`config.mk`:
```
export PLATFORM = sky130hd
export DESIGN_NAME = spi_reg_master
export DESIGN_NICKNAME = d
export VERILOG_FILES = /design/src/rtl/spi_reg_master.sv
export SDC_FILE = /design/constraint.sdc
export NUM_CORES = 1
export LEC_CHECK = 0
export BUFFER_PORTS_ARGS = -buffer_cell sky130_fd_sc_hd__buf_4
export CAP_MARGIN = 15
export CORE_MARGIN = 2
export CORE_UTILIZATION = 60
export CTS_BUF_LIST = sky130_fd_sc_hd__clkbuf_4 sky130_fd_sc_hd__clkbuf_8
export DETAILED_ROUTE_END_ITERATION = 12
export PLACE_DENSITY = 0.74
export SETUP_SLACK_MARGIN = 0.05
export SYNTH_ARGS = -nofsm -noshare
export SYNTH_HDL_FRONTEND = slang
export SYNTH_SLANG_ARGS = --single-unit
```
`constraint.sdc`:
```
create_clock -name clk -period 12.4 [get_ports clk]
set_input_delay 1.24 -clock clk [delete_from_list [all_inputs] [get_ports clk]]
set_output_delay 1.24 -clock clk [all_outputs]
set_load 0.02 [all_outputs]
```
`src/rtl/spi_reg_master.sv`:
```
module spi_reg_master #(
  parameter int FIFO_DEPTH = 4
) (
  input  logic        clk,
  input  logic        rst_n,
  input  logic [3:0]  addr,
  input  logic        wr_en,
  input  logic        rd_en,
  input  logic [31:0] wdata,
  output logic [31:0] rdata,
  output logic        irq,
  output logic        sclk,
  output logic        mosi,
  input  logic        miso
);
  localparam int PW = $clog2(FIFO_DEPTH);
  localparam int CW = PW + 1;
  localparam logic [31:0] CTRL_WMASK = 32'h0013_47BF;
  localparam logic [31:0] CTRL_INIT  = 32'h0003_0000;

  logic [31:0] ctrl, last_rd, sh, rsh, status, rd_view;
  logic [31:0] tx_mem [FIFO_DEPTH];
  logic [31:0] rx_mem [FIFO_DEPTH];
  logic [PW-1:0] tx_rp, tx_wp, rx_rp, rx_wp;
  logic [CW-1:0] tx_cnt, rx_cnt, tx_lim, rx_lim;
  logic busy, ph, int_flag;
  logic [2:0] hc, half;
  logic [5:0] bitc, nbits;
  logic [1:0] msync;

  wire [1:0] mode = ctrl[17:16];
  wire [1:0] ws   = ctrl[9:8];
  wire on      = ctrl[0] & ~ctrl[7];
  wire tx_over = (mode == 2'd1);
  wire rx_over = (mode == 2'd2);

  assign tx_lim = (mode == 2'd0 || mode == 2'd2) ? CW'(FIFO_DEPTH) : CW'(1);
  assign rx_lim = (mode == 2'd0 || mode == 2'd1) ? CW'(FIFO_DEPTH) : CW'(1);

  always_comb begin
    case (ws)
      2'd0: nbits = 6'd8;
      2'd1: nbits = 6'd16;
      2'd2: nbits = 6'd32;
      default: nbits = 6'd9;
    endcase
    case (ctrl[4:3])
      2'd0: half = 3'd4;
      2'd1: half = 3'd2;
      2'd2: half = 3'd1;
      default: half = 3'd7;
    endcase
  end

  wire tx_full  = tx_cnt >= tx_lim;
  wire tx_empty = tx_cnt == '0;
  wire rx_full  = rx_cnt >= rx_lim;
  wire rx_empty = rx_cnt == '0;

  wire wr_data = wr_en && addr == 4'h4;
  wire wr_clr  = wr_en && addr == 4'h8;
  wire rd_data = rd_en && addr == 4'h4 && !rx_empty;

  wire stall    = rx_full && !rx_over;
  wire start    = !busy && !tx_empty && !stall;
  wire half_end = busy && hc == half - 3'd1;
  wire done     = half_end && ph && bitc == nbits - 6'd1;
  wire flush    = !on && !busy && tx_empty;

  wire tx_norm = wr_data && on && (!tx_full || start);
  wire tx_ovw  = wr_data && on && tx_full && !start && tx_over;
  wire rx_norm = done && (!rx_full || rd_data);
  wire rx_ovw  = done && rx_full && !rd_data && rx_over;

  function automatic logic [31:0] merge(input logic [31:0] old, input logic [31:0] nw,
                                        input logic [1:0] w);
    case (w)
      2'd0: merge = {old[31:8], nw[7:0]};
      2'd1: merge = {old[31:16], nw[15:0]};
      2'd2: merge = nw;
      default: merge = {old[31:9], nw[8:0]};
    endcase
  endfunction

  function automatic logic [31:0] align(input logic [31:0] d, input logic [1:0] w,
                                        input logic lead);
    case (w)
      2'd0: align = {d[7:0], 24'b0};
      2'd1: align = {d[15:0], 16'b0};
      2'd2: align = d;
      default: align = {lead, d[7:0], 23'b0};
    endcase
  endfunction

  assign rd_view = rx_empty ? last_rd : merge(last_rd, rx_mem[rx_rp], ws);

  always_comb begin
    status = '0;
    status[11] = tx_full;
    status[12] = msync[1];
    status[13] = int_flag;
    status[19] = busy;
    status[21] = rx_empty;
    status[22] = rx_full;
    status[23] = tx_empty;
    case (addr)
      4'h0: rdata = ctrl | status;
      4'h4: rdata = rd_view;
      default: rdata = '0;
    endcase
  end

  assign irq  = int_flag & ctrl[14];
  assign sclk = busy ? (ctrl[2] ^ ctrl[1] ^ ph) : ctrl[2];
  assign mosi = (ctrl[10] || !busy) ? ctrl[5] : sh[31];

  always_ff @(posedge clk or negedge rst_n)
    if (!rst_n) ctrl <= CTRL_INIT;
    else if (wr_en && addr == 4'h0) ctrl <= wdata & CTRL_WMASK;

  always_ff @(posedge clk or negedge rst_n)
    if (!rst_n) msync <= '0;
    else msync <= {msync[0], miso};

  always_ff @(posedge clk) begin
    if (tx_norm || tx_ovw) tx_mem[tx_norm ? tx_wp : tx_rp] <= wdata;
    if (rx_norm || rx_ovw) rx_mem[rx_norm ? rx_wp : rx_rp] <= rsh;
  end

  always_ff @(posedge clk or negedge rst_n) begin
    if (!rst_n) begin
      tx_rp <= '0; tx_wp <= '0; tx_cnt <= '0;
      rx_rp <= '0; rx_wp <= '0; rx_cnt <= '0;
      int_flag <= 1'b0; last_rd <= '0;
    end else if (flush) begin
      tx_rp <= '0; tx_wp <= '0; tx_cnt <= '0;
      rx_rp <= '0; rx_wp <= '0; rx_cnt <= '0;
      int_flag <= 1'b0; last_rd <= '0;
    end else begin
      if (tx_norm) tx_wp <= tx_wp + 1'b1;
      if (start)   tx_rp <= tx_rp + 1'b1;
      tx_cnt <= tx_cnt + CW'(tx_norm) - CW'(start);
      if (rx_norm) rx_wp <= rx_wp + 1'b1;
      if (rd_data) begin
        rx_rp   <= rx_rp + 1'b1;
        last_rd <= rd_view;
      end
      rx_cnt <= rx_cnt + CW'(rx_norm) - CW'(rd_data);
      if (done) int_flag <= 1'b1;
      else if (wr_clr) int_flag <= 1'b0;
    end
  end

  always_ff @(posedge clk or negedge rst_n) begin
    if (!rst_n) begin
      busy <= 1'b0; ph <= 1'b0; hc <= '0; bitc <= '0; sh <= '0; rsh <= '0;
    end else if (start) begin
      busy <= 1'b1; ph <= 1'b0; hc <= '0; bitc <= '0;
      sh <= align(tx_mem[tx_rp], ws, ctrl[20]);
    end else if (busy) begin
      if (half_end) begin
        hc <= '0;
        ph <= ~ph;
        if (!ph) rsh <= {rsh[30:0], miso};
        else begin
          sh   <= sh << 1;
          bitc <= bitc + 6'd1;
          if (done) busy <= 1'b0;
        end
      end else hc <= hc + 3'd1;
    end
  end

  AST_FULL_DROP: assert property (@(posedge clk) disable iff (!rst_n)
    (wr_data && on && tx_full && !start) |=> tx_cnt == $past(tx_cnt));
  AST_FLAG_STICKY: assert property (@(posedge clk) disable iff (!rst_n)
    (int_flag && !wr_clr && !flush) |=> int_flag);
  AST_STALL_HOLD: assert property (@(posedge clk) disable iff (!rst_n)
    (!busy && stall) |=> !busy);
  AST_DRAIN_GOES_ON: assert property (@(posedge clk) disable iff (!rst_n)
    (busy && !on && !done) |=> busy);
  AST_WORD_BITS: assert property (@(posedge clk) disable iff (!rst_n)
    ($fell(busy) && $stable(ws)) |-> bitc == nbits);
endmodule

```
### Yosys cells after proc, flatten, opt, wreduce, memory -nomap -nowiden

Memory sizes are Yosys's and may differ from the RTL's.
Index checks and enable logic that the tools add are counted.

* add/sub/neg operators: 12
* $lt $le $gt $ge: 2
* equal/unequal tests: 10
* multiplexer cells: 50
* bitwise logic cells: 8
* reduce and logical (&&, ||, !) cells: 56

Operators by type and width (count)
* two-way mux 32 bit: 7
* case mux 32 bit (3 select lines): 2
* case mux 32 bit (2 select lines): 1
* two-way mux 6 bit: 4
* OR 21 x 24 -> 24 bit: 1
* logical AND 1 bit: 22
* two-way mux 3 bit: 7
* two-way mux 2 bit: 10
* case mux 6 bit (3 select lines): 1
* two-way mux 1 bit: 17
* nonzero test 2 bit: 7
* logical NOT 1 bit: 10
* case mux 3 bit (3 select lines): 1
* adder 2 x 1 -> 2 bit, second input constant: 4
* logical OR 1 bit: 7
* adder 3 x 1 -> 3 bit: 2
* adder 6 x 1 -> 6 bit, second input constant: 1
* equality test 2 x 1 -> 1 bit, second input constant: 3
* equality test 2 bit, second input constant: 3
* equality test 6 bit: 1
* >= comparator 3 bit: 2
* logical NOT 2 bit: 3
* logical NOT 3 bit: 2
* subtractor 3 x 1 -> 3 bit: 2
* other kinds (14): 18

* register bits: 138
* RAM bits: 256
* input port bits: 41
* output and inout port bits: 35
* memories kept: 2

Memory list
* rx_mem: depth 4, bits a word 32, read ports 1, clocked after memory_dff 0, wr ports 1, RTL line 23 `logic [31:0] rx_mem [FIFO_DEPTH];`
* tx_mem: depth 4, bits a word 32, read ports 1, clocked after memory_dff 0, wr ports 1, RTL line 22 `logic [31:0] tx_mem [FIFO_DEPTH];`

### Logic depth before layout (Yosys ltp)

Gate-level depths: netlist of run 1.

* depth in word-level cells: 13
* gate-level depth with buffers: 15
* depth with buffers taken out: 14

### Least setup slack after synthesis of run 1

OpenSTA, ideal clock, no wires.

* path kind: in2reg
* start: input port addr[1]
* end: memory rx_mem[0][0], enable pin
* data arrival time: 4.912 ns
* data required time: 11.928 ns
* slack: 7.016 ns
* stages: 7
* cells stage by stage: nor4b_1 -> and3_1 -> clkbuf_1 -> nor2_1 -> or2_1 -> clkbuf_1 -> o32ai_1

* longest elaborated chain between the ends: 9

RTL lines
* start, declared: RTL line 6 `input logic [3:0] addr,`
* equality test 4 x 3 -> 1 bit (*): RTL line 62 `wire rd_data = rd_en && addr == 4'h4 && !rx_empty;`
* logical AND 1 bit (*) (2 in series): RTL line 62
* logical NOT 1 bit: RTL line 73 `wire rx_ovw = done && rx_full && !rd_data && rx_over;`
* logical AND 1 bit (2 in series): RTL line 73
* logical OR 1 bit: RTL line 127 `if (rx_norm || rx_ovw) rx_mem[rx_norm ? rx_wp : rx_rp] <= rsh;`
* two-way mux 1 bit (2 in series): RTL line 127
* end, declared: RTL line 23

Mark *: on every way between the ends. The rest lies on a longest branch, timed or not.

### Worst setup path after layout of run 1

* start: register ctrl[9]
* end: output port rdata[10]

* longest elaborated chain between the ends: 4

RTL lines
* start, declared: RTL line 21 `logic [31:0] ctrl, last_rd, sh, rsh, status, rd_view;`
* start signal, assigned: RTL line 119 `else if (wr_en && addr == 4'h0) ctrl <= wdata & CTRL_WMASK;`
* equality test 2 bit (tied with other cells): RTL line 77 `case (w)`
* case mux 32 bit (3 select lines) (*): RTL line 77
* two-way mux 32 bit (*): RTL line 95 `assign rd_view = rx_empty ? last_rd : merge(last_rd, rx_mem[rx_rp], ws);`
* case mux 32 bit (2 select lines) (*): RTL line 106 `case (addr)`
* end, declared: RTL line 10 `output logic [31:0] rdata,`

Marks and branches as above.

==> flow_summary.json, run 1 <==
{
  "setup_viol": 0,
  "cts_setup_buffers": 0,
  "fin_crit_sh_pct": 35.1,
  "power.density_mw_per_mm2": 173,
  "worst_path_dominant_cell_family": "compound AO/OA/AOI/OAI gates",
  "diodes": 0,
  "path_max_fanout": 12,
  "nNetsFinal": 1173,
  "crit_chain": "nand2b_1 > a21oi_1 > mux2i_1 > o21ai_0 > buf_4",
  "numCtsBuffers": 60,
  "overflow": 0,
  "hp-class": "reg -> reg",
  "p_comb_share_pct": 15.5,
  "netlist_area_mm2": 0.0163,
  "grt_pass1_vias": 9406,
  "synth-adder-area-share_pct": 1.09,
  "core_area_mm2": 0.0268,
  "synth-async-reset-ratio_pct": 35.0,
  "cp-end-kind": "output pin",
  "syn_nets": 1081,
  "startpoint": "ctrl[9]$_DFFE_PN0P_",
  "cts_root_buf": "clkbuf_8",
  "via_per_inst": 6.09,
  "timing_hold_violations_final": 0,
  "synth-warning-count": 0,
  "worst-path-buf-inv": 1,
  "switching_share_pct": 26.5,
  "cts_hold_buffers": 0,
  "criticalPathCategory": "reg -> out",
  "rsz0062_at_grt": "no",
  "firstDrtPassIters": 5,
  "synthSimpleGateAreaFrac_pct": 6.57,
  "synth_edf_count": 256,
  "clock-sinks": 394,
  "cts_buffer_depth": 3,
  "min-delay-start": "msync[0]$_DFF_PN0_",
  "finalCriticalPeriod_ns": 4.36,
  "synth_top_family_by_area": "multiplexers",
  "clk-insertion-delay-late_ns": 0.60,
  "grt_pass1_wl_um": 53200,
  "grt_max_degree": 74,
  "syn_inst": 1027,
  "fmax_ghz": 0.229,
  "die_h_um": 169,
  "internal-power_w": 0.00237,
  "pwr-share-seq_pct": 48.0,
  "numPortBuffers": 75,
  "place_hpwl_um": 20100,
  "worstPathArrival_ns": 3.12,
  "die_x_um": 169,
  "htreeDepth": 2,
  "crit_slowest_cell": "a21oi_1",
  "io_pins": 76,
  "antenna_found_initial": 0,
  "die_area_mm2": 0.0284,
  "cts_tree": "done",
  "yosysSeqAreaShare_pct": 68.6,
  "synth_compound_area_share_pct": 5.50,
  "required_ns": 11.16,
  "clock_skew_ns": 0.0295,
  "switchingPower_w": 0.000855,
  "drive_gt1_share_pct": 28.8,
  "syn2layout_area_growth_pct": 15.1,
  "drtIter0Drc": 653,
  "cts_resized": 0,
  "reg2reg_from": "rx_cnt[1]$_DFF_PN0_",
  "drtAntennaViolNets": 0,
  "status": "complete, no violations",
  "drt-wirelength-per-cell_um": 22.3,
  "p_leak_nw": 6.85,
  "ys_ff_latch": 394,
  "rows": 60,
  "via_count": 9206,
  "synth.area.mux_share_pct": 15.3,
  "ys_types": 55,
  "maxSlewViolCount": 0,
  "initial_utilization_pct": 60.6,
  "ir_drop_mv": 0.0849,
  "synthXorXnorAreaFrac_pct": 1.08,
  "drc": 0,
  "cpPeakStageDelay_ns": 0.93,
  "routabilityCongestion": 0.823,
  "routed_wl_um": 33700,
  "critPathLaunchType": "flip-flop",
  "worst_slew_pin_slew_ns": 1.19,
  "clkPwrFrac_pct": 36.6,
  "gr-usage-all-layers_pct": 24.5,
  "synth.avg_cell_area_um2": 15.8,
  "relSlewSlack_pct": 20.6,
  "clkTransAtPathRegs_ns": 0.06,
  "tns_ns": 0,
  "synth-main-ff-cell": "edfxtp_1",
  "drv_cap": 0,
  "finish.utilization_pct": 69.8
}
==> registers in the layout, summed over array words and instances, names as in the netlist, 3 cells and up <==
signal and count:
tx_mem 128, rsh 32, bitc 6, ctrl 14, hc 3, last_rd 32, sh 32, rx_cnt 3
tx_cnt 3, rx_mem 128
==> cell families (layout without fill, tap and decap cells) <==
group	count (synthesis)	count (layout)
buf+inv	79	222
xor+xnor	20	20
simple gates	231	231
flops	394	394
compound gates	138	138
fa+ha+maj	13	13
mux	152	152
==> layout by cell type (no fill, tap or decap), types with 8 or more instances in the layout <==
cell type / n
mux2_2: 43
a211oi_1: 32
ha_1: 11
mux4_2: 72
clkbuf_4: 15
clkbuf_8: 72
buf_4: 97
nor2b_1: 14
xnor2_1: 9
a21oi_1: 23
dfrtp_1: 134
a31oi_1: 31
clkinv_1: 12
nand2_1: 95
xor2_1: 11
o21ai_0: 21
mux2i_1: 33
inv_1: 8
a221oi_1: 8
nor2_1: 73
edfxtp_1: 256
==> cells in the mapped netlist, drive strengths merged (2+ instances only) <==
cell type	n	share of area (%)
edfxtp	256	47
dfrtp	136	21
nand2	95	2.2
nor2	74	1.7
mux4	72	10
mux2	47	3.3
clkbuf	43	0.99
mux2i	33	2.0
a211oi	32	1.5
a31oi	31	1.2
a21oi	27	0.83
buf	26	0.71
o21ai	21	0.65
nor2b	15	0.58
ha	11	0.85
xor2	11	0.59
inv	10	0.23
xnor2	9	0.49
a221oi	8	0.43
nand3	6	0.18
nor3	5	0.15
o22ai	5	0.19
nand4b	4	0.22
nor4	4	0.28
o32ai	4	0.22
or3	4	0.15
and3	3	0.12
nand2b	3	0.12
nand3b	3	0.14
nand4	3	0.12
and2	2	0.077
dfstp	2	0.32
fa	2	0.25
nor4b	2	0.11
or3b	2	0.11
or4	2	0.092
or4b	2	0.12
==> through the flow <==
step / total power (W) / cells / hold WS [ns] / area [um2] / setup WS, ns
after floorplan: 0.00191 / 1027 / 0.331 / 16300 / 7.02
after global placement: 0.00205 / 1397 / 0.382 / 17300 / 7.61
after detailed placement: 0.00207 / 1397 / 0.399 / 17300 / 7.53
after CTS: 0.00325 / 1510 / 0.407 / 18700 / 7.96
after global routing: 0.00336 / 1511 / 0.400 / 18700 / 7.80
final: 0.00323 / 1511 / 0.394 / 18700 / 8.04
==> worst paths after layout <==
check | cells past startpoint | end | slack [ns]
max reg2reg | 13 | rx_cnt[2]$_DFF_PN0_ | 8.07
max | 5 | rdata[10] | 8.04
min | 0 | msync[1]$_DFF_PN0_ | 0.39
max in group asynchronous | 2 | tx_rp[0]$_DFFE_PN0P_ | 10.30
min reg2reg | 0 | msync[1]$_DFF_PN0_ | 0.39
min in group asynchronous | 1 | sh[27]$_DFFE_PN0P_ | 0.66
==> final cells by class <==
| class | count | area [um2] |
|---|---|---|
| Sequential cell | 394 | 11100 |
| Fill cell | 1765 | 8100 |
| Multi-Input combinational cell | 554 | 4950 |
| Clock buffer | 87 | 1100 |
| Timing Repair Buffer | 99 | 767 |
| Tap cell | 341 | 427 |
| Clock inverter | 26 | 273 |
| Inverter | 10 | 37.5 |
==> power groups by stage <==
stage	Combinational, W	Clock (W)	Sequential [W]
after floorplan	0.000368	0	0.00154
after global placement	0.000485	0	0.00157
after detailed placement	0.000500	0	0.00157
after CTS	0.000503	0.00120	0.00155
after global routing	0.000550	0.00126	0.00156
final	0.000500	0.00118	0.00155
==> routing by layer <==
metal | routed length [um] | part of all wire [%] | vias up | global-route usage (%)
met4 | 866 | 2.6 | 2 | 8.17
met2 | 17000 | 50 | 259 | 41.5
met5 | 65 | 0.19 | - | 1.74
li1 | - | - | 4133 | -
met3 | 1690 | 5.0 | 51 | 3.65
met1 | 14100 | 42 | 4761 | 33.2
Power figures use the tool's default switching activity.
==> run 2: changes to the inputs <==
--- a/config.mk
+++ b/config.mk
@@ -8,7 +8,7 @@
 export BUFFER_PORTS_ARGS = -buffer_cell sky130_fd_sc_hd__buf_4
 export CAP_MARGIN = 15
 export CORE_MARGIN = 2
-export CORE_UTILIZATION = 60
+export CORE_UTILIZATION = 57
 export CTS_BUF_LIST = sky130_fd_sc_hd__clkbuf_4 sky130_fd_sc_hd__clkbuf_8
 export DETAILED_ROUTE_END_ITERATION = 12
 export PLACE_DENSITY = 0.74
==> constraint.sdc (replaced) <==
create_clock -name clk -period 3.9 [get_ports clk]
set_input_delay 0.39 -clock clk [delete_from_list [all_inputs] [get_ports clk]]
set_output_delay 0.39 -clock clk [all_outputs]
set_load 0.02 [all_outputs]
==> run 2 against run 1 <==
  * Hold slack got worse by 0.37 ns
  * Non-clock buffer count increased by 39
  * Design area increased by 1.9%
  * Largest cell class unchanged
  * Wire length increased by 5.3%
  * Combinational power increased to 3.3 times the previous value
  * Sequential share of layout area decreased by 1.1 points
  * Worst setup slack got worse by 7.5 ns
  * Final cell count increased by 5.0%
  * First-iteration DRC count increased by 29%
  * Global-route usage decreased by 0.35 points
  * Via count increased by 3.0%
==> flow_summary.json, run 2 (same netlist as run 1, synthesis figures left out) <==
{
  "status": "complete, no violations",
  "cts_buffer_depth": 3,
  "diodes": 0,
  "grt_max_degree": 85,
  "core_area_mm2": 0.0279,
  "cp-end-kind": "output pin",
  "drtIter0Drc": 842,
  "hp-class": "in -> reg",
  "via_per_inst": 5.98,
  "cpPeakStageDelay_ns": 0.93,
  "gr-usage-all-layers_pct": 24.2,
  "cts_setup_buffers": 0,
  "numPortBuffers": 75,
  "ff2ff_path_depth": 13,
  "worstPathArrival_ns": 3.01,
  "drtAntennaViolNets": 0,
  "drt-wirelength-per-cell_um": 22.4,
  "timing_hold_violations_final": 0,
  "rsz0062_at_grt": "no",
  "setup_viol": 0,
  "die_x_um": 173,
  "routed_wl_um": 35500,
  "cts_resized": 0,
  "clock-sinks": 394,
  "routabilityCongestion": 0.830,
  "rows": 61,
  "finalCriticalPeriod_ns": 3.40,
  "grt_pass1_vias": 9912,
  "criticalPathCategory": "reg -> out",
  "cts_hold_buffers": 28,
  "initial_utilization_pct": 58.2,
  "crit_chain": "buf_4 > mux4_2 > mux2i_1 > o22ai_1 > buf_4",
  "drv_cap": 0,
  "drc": 0,
  "power.density_mw_per_mm2": 533,
  "cp_common_cell": "buf_4",
  "antenna_found_initial": 0,
  "required_ns": 3.51,
  "io_pins": 76,
  "crit_slowest_cell": "dfrtp_2",
  "clkTransAtPathRegs_ns": 0.06,
  "r2r_slack_ns": 0.55,
  "overflow": 0,
  "firstDrtPassIters": 5,
  "final.fill_count": 1894,
  "syn2layout_area_growth_pct": 17.3,
  "via_count": 9483,
  "fmax_ghz": 0.294,
  "clk-insertion-delay-late_ns": 0.60,
  "maxSlewViolCount": 0,
  "fin_crit_sh_pct": 87.2,
  "die_h_um": 173,
  "numCtsBuffers": 60,
  "drive_gt1_share_pct": 29.1,
  "place_hpwl_um": 21400,
  "final_cell_mix": "256 x edfxtp_1, 134 x dfrtp_1, 105 x buf_4",
  "relSlewSlack_pct": 39.1,
  "p_leak_nw": 7.05,
  "worst_slew_pin_slew_ns": 0.909,
  "critPathLaunchType": "flip-flop",
  "layout_commonest_cell": "edfxtp_1",
  "htreeDepth": 2,
  "clock_skew_ns": 0.0221,
  "cts_root_buf": "clkbuf_8",
  "path_max_fanout": 24,
  "hold_ws_ns": 0.0248,
  "nNetsFinal": 1212,
  "cts_tree": "done",
  "reg_top3": "rx_mem (128), tx_mem (128)",
  "hold_path_depth": 1,
  "die_area_mm2": 0.0299,
  "power_w": 0.0102,
  "ir_drop_mv": 0.423,
  "grt_pass1_wl_um": 55900,
  "finish.utilization_pct": 68.2
}
[run 2: changes by cell type in the layout (fill, tap and decap cells not counted)]
cell           delta
clkinvlp_4        +3
clkbuf_4          +3
bufinv_16         -2
clkbuf_8          -6
buf_4             +8
dlygate4sd3_1    +28
clkinv_2          +6
clkinv_1          -5
buf_12            +3
[run 2: metrics by stage]
step           setup WS [ns]  cell area [um2]  std cells  TNS (ns)
6_report               0.500            19100       1586         0
5_1_grt                0.284            19100       1586         0
4_1_cts                0.455            19000       1585         0
3_5_place_dp           0.580            17500       1445         0
3_3_place_gp           0.638            17500       1445         0
2_1_floorplan         -0.900            16300       1027   -115.18
[run 2: critical path: cells and delay by family, from the launching register on]
family	cells	cell delay, ns
compound gates	1	0.14
buf+inv	2	0.55
mux	2	0.77
flops	1	0.93
[run 2: layout make-up]
class,instances,area (um2),area share (%)
clock buffers,84,1040,5.47
flip-flops and latches,394,11100,58.5
multi-input cells,554,4950,26.0
inverters,10,37.5,0.197
repair buffers,138,1170,6.12
well taps,378,473,2.48
clock inverters,28,246,1.29
[run 2: path summary, 6_finish.rpt]
| check | startpoint | to |
|---|---|---|
| setup / recovery | rx_rp[0]$_DFFE_PN0P_ | rdata[11] |
| hold / removal | wdata[7] | tx_mem[1][7]$_DFFE_PP_ |
| setup reg to reg | ctrl[17]$_DFFE_PN1P_ | tx_cnt[2]$_DFF_PN0_ |
| hold reg to reg | msync[0]$_DFF_PN0_ | msync[1]$_DFF_PN0_ |
| max in group asynchronous | rst_n | ctrl[16]$_DFFE_PN1P_ |
| min in group asynchronous | rst_n | sh[27]$_DFFE_PN0P_ |
[run 2: report_power, final]
part,internal (W),leakage [nW],switching (W),total [W]
clock network,0.00200,0.669,0.00157,0.00357
registers,0.00470,4.26,0.000227,0.00493
logic,0.000692,2.12,0.000963,0.00165
[run 2: per-layer routing]
| layer | track usage [%] | share of wire (%) | up-vias |
|---|---|---|---|
| met5 | 0 | 0 | - |
| met4 | 8.62 | 3.2 | 0 |
| met3 | 5.01 | 6.6 | 85 |
| met2 | 40.5 | 50 | 342 |
| met1 | 31.7 | 40 | 4839 |
| li1 | - | - | 4217 |
